## src/rtl/aser_pkg.sv

```systemverilog
package aser_pkg;

  // Strobes from the control to the datapath, valid for one clock.
  typedef struct packed {
    logic tick;      // bit-clock falling edge: next bit period starts
    logic slotEdge;  // this tick starts a new channel slot
    logic toLeft;    // the slot that starts is the left one
    logic lateMsb;   // MSB is delayed by one bit period
    logic mute;      // force the emitted bit to zero
    logic clear;     // standby: flush the shifter and the data line
  } aserStrobe_t;

endpackage

```

## src/rtl/aser_ctrl.sv

```systemverilog
module aser_ctrl
  import aser_pkg::*;
#(
  parameter int SLOT_BITS  = 32,
  parameter int CLK_DIV    = 4,
  parameter int HOLD_PLAIN = 1024,
  parameter int HOLD_HPF   = 12288
) (
  input  logic        clk,
  input  logic        rstN,
  input  logic        runEn,
  input  logic        slaveSel,
  input  logic        fmtSel,
  input  logic        extSel,
  input  logic        hpfOn,
  input  logic        sckIn,
  input  logic        wsIn,
  output logic        sckOut,
  output logic        wsOut,
  output logic        sckOe,
  output logic        wsOe,
  output logic        sdoOe,
  output aserStrobe_t strb
);

  localparam int DIV_W    = $clog2(CLK_DIV);
  localparam int FR_W     = $clog2(CLK_DIV * SLOT_BITS * 2);
  localparam int HOLD_MAX = (HOLD_HPF > HOLD_PLAIN) ? HOLD_HPF : HOLD_PLAIN;
  localparam int HC_W     = $clog2(HOLD_MAX + 1);
  localparam int SYNC_N   = 3;

  logic              active;
  logic [FR_W-1:0]   frCnt;
  logic [SYNC_N-1:0] sckSync;
  logic [SYNC_N-1:0] wsSync;
  logic              prevWs;
  logic [HC_W-1:0]   holdCnt;
  logic              frameMute;

  logic              masterTick;
  logic              slaveTick;
  logic              tick;
  logic              curWs;
  logic              leftWhenLow;
  logic              isLeft;
  logic              slotEdge;
  logic              frameStart;
  logic [HC_W-1:0]   holdTarget;
  logic              stillHolding;

  always_ff @(posedge clk or negedge rstN) begin
    if (!rstN) active <= 1'b0;
    else       active <= runEn;
  end

  // Master timing: one counter spans a full stereo frame.
  always_ff @(posedge clk or negedge rstN) begin
    if (!rstN)                   frCnt <= '0;
    else if (!active || slaveSel) frCnt <= '0;
    else                         frCnt <= frCnt + 1'b1;
  end

  // Slave inputs: synchronizer chains, one stage per generated flop.
  for (genvar g = 0; g < SYNC_N; g++) begin : gSync
    if (g == 0) begin : gHead
      always_ff @(posedge clk or negedge rstN) begin
        if (!rstN) begin
          sckSync[g] <= 1'b1;
          wsSync[g]  <= 1'b0;
        end else begin
          sckSync[g] <= sckIn;
          wsSync[g]  <= wsIn;
        end
      end
    end else begin : gTail
      always_ff @(posedge clk or negedge rstN) begin
        if (!rstN) begin
          sckSync[g] <= 1'b1;
          wsSync[g]  <= 1'b0;
        end else begin
          sckSync[g] <= sckSync[g-1];
          wsSync[g]  <= wsSync[g-1];
        end
      end
    end
  end

  always_comb begin
    masterTick   = (frCnt[DIV_W-1:0] == '0);
    slaveTick    = sckSync[SYNC_N-1] & ~sckSync[SYNC_N-2];
    tick         = active & (slaveSel ? slaveTick : masterTick);
    curWs        = slaveSel ? wsSync[SYNC_N-2] : frCnt[FR_W-1];
    leftWhenLow  = ~(slaveSel & extSel);
    isLeft       = curWs ^ leftWhenLow;
    slotEdge     = tick & (curWs != prevWs);
    frameStart   = slotEdge & isLeft;
    holdTarget   = hpfOn ? HC_W'(HOLD_HPF) : HC_W'(HOLD_PLAIN);
    stillHolding = (holdCnt < holdTarget);
  end

  // Word-select history; standby parks it on the right-slot level so
  // that the first left slot after wake counts as a frame start.
  always_ff @(posedge clk or negedge rstN) begin
    if (!rstN)       prevWs <= 1'b1;
    else if (!active) prevWs <= leftWhenLow;
    else if (tick)   prevWs <= curWs;
  end

  // Wake-up hold: counts frame starts, restarts in standby.
  always_ff @(posedge clk or negedge rstN) begin
    if (!rstN) begin
      holdCnt   <= '0;
      frameMute <= 1'b1;
    end else if (!active) begin
      holdCnt   <= '0;
      frameMute <= 1'b1;
    end else if (frameStart) begin
      frameMute <= stillHolding;
      if (stillHolding) holdCnt <= holdCnt + 1'b1;
    end
  end

  always_comb begin
    strb.tick     = tick;
    strb.slotEdge = slotEdge;
    strb.toLeft   = isLeft;
    strb.lateMsb  = ~fmtSel;
    strb.mute     = frameStart ? stillHolding : frameMute;
    strb.clear    = ~active;
  end

  assign sckOe  = active & ~slaveSel;
  assign wsOe   = active & ~slaveSel;
  assign sdoOe  = active;
  assign sckOut = sckOe & frCnt[DIV_W-1];
  assign wsOut  = wsOe & frCnt[FR_W-1];

endmodule

```

## src/rtl/aser_data.sv

```systemverilog
module aser_data
  import aser_pkg::*;
#(
  parameter int DATA_W = 18
) (
  input  logic              clk,
  input  logic              rstN,
  input  logic [DATA_W-1:0] leftIn,
  input  logic [DATA_W-1:0] rightIn,
  input  logic              sampleStb,
  input  aserStrobe_t       strb,
  output logic              sdoOut
);

  logic [DATA_W-1:0] stageL;
  logic [DATA_W-1:0] stageR;
  logic [DATA_W-1:0] rightHeld;
  logic [DATA_W-1:0] shReg;
  logic              sdoReg;

  logic [DATA_W-1:0] word;
  logic [DATA_W-1:0] shNext;
  logic              bitOut;

  always_ff @(posedge clk or negedge rstN) begin
    if (!rstN) begin
      stageL <= '0;
      stageR <= '0;
    end else if (sampleStb) begin
      stageL <= leftIn;
      stageR <= rightIn;
    end
  end

  always_comb begin
    word = strb.slotEdge ? (strb.toLeft ? stageL : rightHeld) : shReg;
    if (strb.slotEdge && strb.lateMsb) begin
      bitOut = 1'b0;
      shNext = word;
    end else begin
      bitOut = word[DATA_W-1];
      shNext = {word[DATA_W-2:0], 1'b0};
    end
  end

  always_ff @(posedge clk or negedge rstN) begin
    if (!rstN) begin
      rightHeld <= '0;
      shReg     <= '0;
      sdoReg    <= 1'b0;
    end else if (strb.clear) begin
      shReg  <= '0;
      sdoReg <= 1'b0;
    end else if (strb.tick) begin
      if (strb.slotEdge && strb.toLeft) rightHeld <= stageR;
      shReg  <= shNext;
      sdoReg <= bitOut & ~strb.mute;
    end
  end

  assign sdoOut = sdoReg;

endmodule

```

## src/rtl/audio_ser_port.sv

```systemverilog
module audio_ser_port
  import aser_pkg::*;
#(
  parameter int DATA_W     = 18,
  parameter int SLOT_BITS  = 32,
  parameter int CLK_DIV    = 4,
  parameter int HOLD_PLAIN = 1024,
  parameter int HOLD_HPF   = 12288
) (
  input  logic              clk,
  input  logic              rstN,
  input  logic              runEn,
  input  logic              slaveSel,
  input  logic              fmtSel,
  input  logic              extSel,
  input  logic              hpfOn,
  input  logic [DATA_W-1:0] leftIn,
  input  logic [DATA_W-1:0] rightIn,
  input  logic              sampleStb,
  input  logic              sckIn,
  input  logic              wsIn,
  output logic              sckOut,
  output logic              sckOe,
  output logic              wsOut,
  output logic              wsOe,
  output logic              sdoOut,
  output logic              sdoOe
);

  aserStrobe_t strb;

  aser_ctrl #(
    .SLOT_BITS (SLOT_BITS),
    .CLK_DIV   (CLK_DIV),
    .HOLD_PLAIN(HOLD_PLAIN),
    .HOLD_HPF  (HOLD_HPF)
  ) uCtrl (
    .clk     (clk),
    .rstN    (rstN),
    .runEn   (runEn),
    .slaveSel(slaveSel),
    .fmtSel  (fmtSel),
    .extSel  (extSel),
    .hpfOn   (hpfOn),
    .sckIn   (sckIn),
    .wsIn    (wsIn),
    .sckOut  (sckOut),
    .wsOut   (wsOut),
    .sckOe   (sckOe),
    .wsOe    (wsOe),
    .sdoOe   (sdoOe),
    .strb    (strb)
  );

  aser_data #(
    .DATA_W(DATA_W)
  ) uData (
    .clk      (clk),
    .rstN     (rstN),
    .leftIn   (leftIn),
    .rightIn  (rightIn),
    .sampleStb(sampleStb),
    .strb     (strb),
    .sdoOut   (sdoOut)
  );

endmodule

```

## config.mk

```make
export PLATFORM = sky130hd
export DESIGN_NAME = audio_ser_port
export DESIGN_NICKNAME = d
export VERILOG_FILES = /design/src/rtl/aser_pkg.sv /design/src/rtl/aser_ctrl.sv /design/src/rtl/aser_data.sv /design/src/rtl/audio_ser_port.sv
export SDC_FILE = /design/constraint.sdc
export NUM_CORES = 1
export LEC_CHECK = 0
export BUFFER_PORTS_ARGS = -buffer_cell sky130_fd_sc_hd__buf_4
export CAP_MARGIN = 15
export CORE_UTILIZATION = 63
export CTS_CLUSTER_DIAMETER = 120
export DETAILED_ROUTE_END_ITERATION = 16
export PLACE_DENSITY = 0.88
export SLEW_MARGIN = 20
export SYNTH_ARGS = -nofsm -noshare
export SYNTH_HDL_FRONTEND = slang
export SYNTH_SLANG_ARGS = --single-unit
export TNS_END_PERCENT = 30
```

## constraint.sdc

```tcl
create_clock -name clk -period 5.69 [get_ports clk]
set_input_delay 0.569 -clock clk [delete_from_list [all_inputs] [get_ports clk]]
set_output_delay 0.569 -clock clk [all_outputs]
set_load 0.1 [all_outputs]
```

-- After elaboration in Yosys (flattened, before gate mapping)
Cells that the tools add are included.
- bits in registers: 103
- output and inout bits: 6
- logic and storage cells: 63
- input port bits: 46
- add/sub/neg operators: 2
- equal/unequal tests: 4
- multiplexer cells: 19
- order comparisons: 1
- reductions and logical operators: 7
- bitwise logic cells: 15
- operator list (kind ; count):
    two-way mux 18 bit ; 5
    two-way mux 14 bit ; 4
    adder 14 x 1 -> 14 bit, second input constant ; 1
    < comparator 14 bit ; 1
    bitwise AND 1 bit ; 9
    two-way mux 1 bit ; 9
    adder 8 x 1 -> 8 bit, second input constant ; 1
    two-way mux 8 bit ; 1
    inequality test 2 bit, second input constant ; 3
    NOT 1 bit ; 5
    AND reduction 3 bit ; 1
    logical AND 1 bit ; 2
    logical NOT 2 bit ; 1
    AND reduction 2 bit ; 1
    logical NOT 1 bit ; 1
    logical OR 1 bit ; 1
    inequality test 1 bit ; 1
    bitwise XOR 1 bit ; 1

-- Depth between registers and ports, before layout
- depth after elaboration: 11
- depth in mapped cells: 9
- depth with buffers taken out: 7

-- Hierarchy
From an unflattened synthesis, not the netlist that was laid out.
- cells, all modules: 408
- area total of the unflattened synthesis: 5046.1 um2
- by module, submodules not included (module ; cells each ; area an instance (um2) ; instances ; seq. area each (um2)):
    aser_data ; 251 ; 3474.6 ; 1 ; 1826.8
    aser_ctrl ; 157 ; 1571.5 ; 1 ; 757.0

-- Worst setup path before layout
OpenSTA, ideal clock, no wires.
- path kind: register to output
- from: register uCtrl.active, in the netlist uCtrl.sdoOe
- to: output wsOut
- data arrival time: 3017 ps
- path slack: 2104 ps
- required time: 5121 ps
- path buffers: 2
- stages on the path, launching flop included: 6
- cells stage by stage: dfrtp_1 > clkbuf_1 > nand2b_1 > clkbuf_1 > inv_1 > and2_1
- longest elaborated chain between the ends: 2
- RTL lines (element ; line ; source):
    from (decl) ; aser_ctrl.sv:32 ; logic active;
    from (signal assigned) ; aser_ctrl.sv:53 ; else active <= runEn;
    bitwise AND 1 bit ; - ;
    net sckOe ; audio_ser_port.sv:23 ; output logic sckOe,
    bitwise AND 1 bit ; aser_ctrl.sv:136 ; assign wsOut = wsOe & frCnt[FR_W-1];
    to (decl) ; audio_ser_port.sv:24 ; output logic wsOut,
The timed path passes the listed nets, and every way through them passes these cells.

-- Worst setup path after layout
- from: register uCtrl.active, in the netlist uCtrl.sdoOe
- to: output wsOut
- longest elaborated chain between the ends: 2
- RTL lines (element ; line ; source):
    bitwise AND 1 bit ; aser_ctrl.sv:133 ; assign wsOe = active & ~slaveSel;
    bitwise AND 1 bit ; aser_ctrl.sv:136 ;
Every way passes these cells.

==> flow_summary.ini <==
[sta]
maxSlewViolCount = 0
max_freq_mhz = 347
finalSetupViolations = 0
fin_crit_ps = 2890
fin_tns_setup_ps = 0
fin_skew_ps = 11.0
rsz0062_at_grt = false
period_share = 0.507
relSlewSlack = 0.343
worst_pin_slew_ps = 986
finalHoldViolCount = 0

[floorplanning]
dieHeight_um = 88.8
coreArea_um2 = 7250
die-area_um2 = 7890
rows = 31
io_pins = 52
start_util = 0.655
dieWidth_um = 88.8

[setup_path]
critPathRequiredTime_ps = 5120
crit_path_end_kind = output pin
worstPathArrival_ps = 2320
crit_path_start_kind = flip-flop
ff2ff_setup_slack_ps = 3190
path_class = reg -> out
cp_max_fo = 30

[logic_synthesis]
async_flop_share = 1.00
synthMuxAreaShare = 0.181
synth-xor-area-share = 0.0300
syn_area_um2 = 4750
synth_warnings = 0
synth_top_family_by_area = multiplexers
ys_ff_latch = 103
yosysUniqueCellTypes = 54
synth_fa_ha_area_frac = 0.0132
ys_dominant_reg_cell = dfrtp_1
synth_fp_nets = 424
synth_edf_count = 0
syn-instance-count = 373
syn_area_per_cell_um2 = 12.7
synth_compound_area_frac = 0.101
seq_area_frac_synth = 0.544
synth-simple-area-share = 0.0990

[clocking]
cts_buffer_depth = 2
postCtsSetupBuffers = 0
cts_hold_buf = 0
worstSkewPairLatency_ps = 370
cts_sinks = 103
cts_tree = done
cts.clk_slew.worst_paths_ps = 110
ctsResizeCount = 0
cts_buffers = 9
root_buffer = clkbuf_8
htree_levels = 3

[layout]
area_growth_pct = 12.4
mostFrequentLayoutCells = 98 x dfrtp_1, 54 x mux2_2, 52 x buf_4
drive_gt1_frac = 0.337
fill_cells = 509
final_util = 0.736
diodes = 0
fin_nets = 467
layout_commonest_cell = dfrtp_1

[global_routing]
antenna_found_initial = 0
grt_use_total = 0.239
grt_max_degree = 71
grt_pass1_vias = 3060
grt_overflow = 0
grt_pass1_wl_um = 14100

[drt]
remaining_drc_errors = 0
routedWlPerCell_um = 16.3
finalWirelength_um = 8500
drtAntennaViolNets = 0
dr.pass1.iters = 4
via_per_inst = 5.90
drt_iter0_markers = 164
vias = 3070

[place]
globalplace.congestion = 0.783
place_hpwl_um = 5810
port_buffers = 51

[pwr]
power.density_nw_per_um2 = 296
vdd_drop_max_v = 0.000210
leakage_nw = 2.37

[flow_run]
max_cap_violations = 0

[outcome]
status = finished clean

[worst_hold_path]
holdCritPathClass = in -> async
[cell usage after synthesis (6+ instances only)]
cell / n / area, µm²
nor2_1: 12 / 45.0
o21ai_0: 8 / 40.0
nand3_1: 11 / 55.1
mux2_2: 54 / 608
nor4_1: 7 / 43.8
xnor2_1: 6 / 52.6
clkbuf_1: 8 / 30.0
a2bb2oi_1: 16 / 140
o211ai_1: 16 / 120
dfrtp_1: 98 / 2450
inv_1: 7 / 26.3
and2_1: 6 / 37.5
nand2_1: 29 / 109
mux2i_1: 23 / 230
[worst paths after layout]
check | start | to | cells after the start
hold reg to reg | uCtrl.wsSync[0]$_DFF_PN0_ | uCtrl.wsSync[1]$_DFF_PN0_ | 0
max in group asynchronous | rstN | uData.shReg[12]$_DFFE_PN0P_ | 2
setup reg to reg | uCtrl.sdoOe$_DFF_PN0_ | uData.rightHeld[5]$_DFFE_PN0P_ | 4
min in group clk | wsIn | uCtrl.wsSync[0]$_DFF_PN0_ | 1
hold / removal | rstN | uData.stageL[13]$_DFFE_PN0P_ | 1
setup / recovery | uCtrl.sdoOe$_DFF_PN0_ | wsOut | 4
[logic make-up (layout without fill, tap and decap cells)]
kind of cell	Yosys count	in the layout
DFF	103	103
and+or+nand+nor	88	88
muxes	78	78
AOI/OAI and AO/OA	60	60
buffers and inverters	27	75
xor gates and xnor gates	12	12
adders and majority gates	5	5
[per-stage QoR]
step                      std cells  setup slack (ps)  cell area [µm²]  total power (W)  hold WS, ps
final                           520              2800             5340          0.00158          135
after CTS                       520              2770             5340          0.00159          143
after global placement          504              3150             5140          0.00113          336
after detailed placement        504              3040             5140          0.00115          337
after floorplan                 373              2100             4750          0.00107          273
after global routing            520              2550             5340          0.00166          146
[state kept, by name, summed over array words and instances (netlist names)]
signal / cells
uCtrl.prevWs: 1
uData.stageL: 18
uData.shReg: 18
uCtrl.holdCnt: 14
uData.sdoOut: 1
uData.stageR: 18
uCtrl.frCnt: 8
uCtrl.wsSync: 2
uCtrl.sdoOe: 1
uData.rightHeld: 18
uCtrl.frameMute: 1
uCtrl.sckSync: 3
[final cells by class]
| type | instances | area [µm²] | share of cell area |
|---|---|---|---|
| flip-flops and latches | 103 | 2580 | 0.484 |
| multi-input cells | 243 | 2020 | 0.378 |
| repair buffers | 52 | 390 | 0.0731 |
| clock buffers | 10 | 138 | 0.0258 |
| well taps | 99 | 124 | 0.0232 |
| clock inverters | 6 | 60.1 | 0.0112 |
| inverters | 7 | 26.3 | 0.00492 |
[layer usage]
metal | up-vias | global-route usage | share of wire
met5 | - | 0 | 0
met4 | 0 | 0.0557 | 0.0085
met3 | 8 | 0.0644 | 0.039
met2 | 80 | 0.410 | 0.50
met1 | 1554 | 0.305 | 0.45
li1 | 1428 | - | -
[power breakdown]
part | switching [W] | internal (W)
combinational | 0.000115 | 0.000136
sequential | 0.0000581 | 0.000826
clock | 0.000266 | 0.000182
total | 0.000439 | 0.00114
[worst max-delay path, stage by stage, from the launching register on]
cell,delay (ps)
dfrtp_1,930
nand2b_1,390
inv_1,200
and2_1,140
buf_4,280
Note: power is estimated with default switching activity, not from simulation.
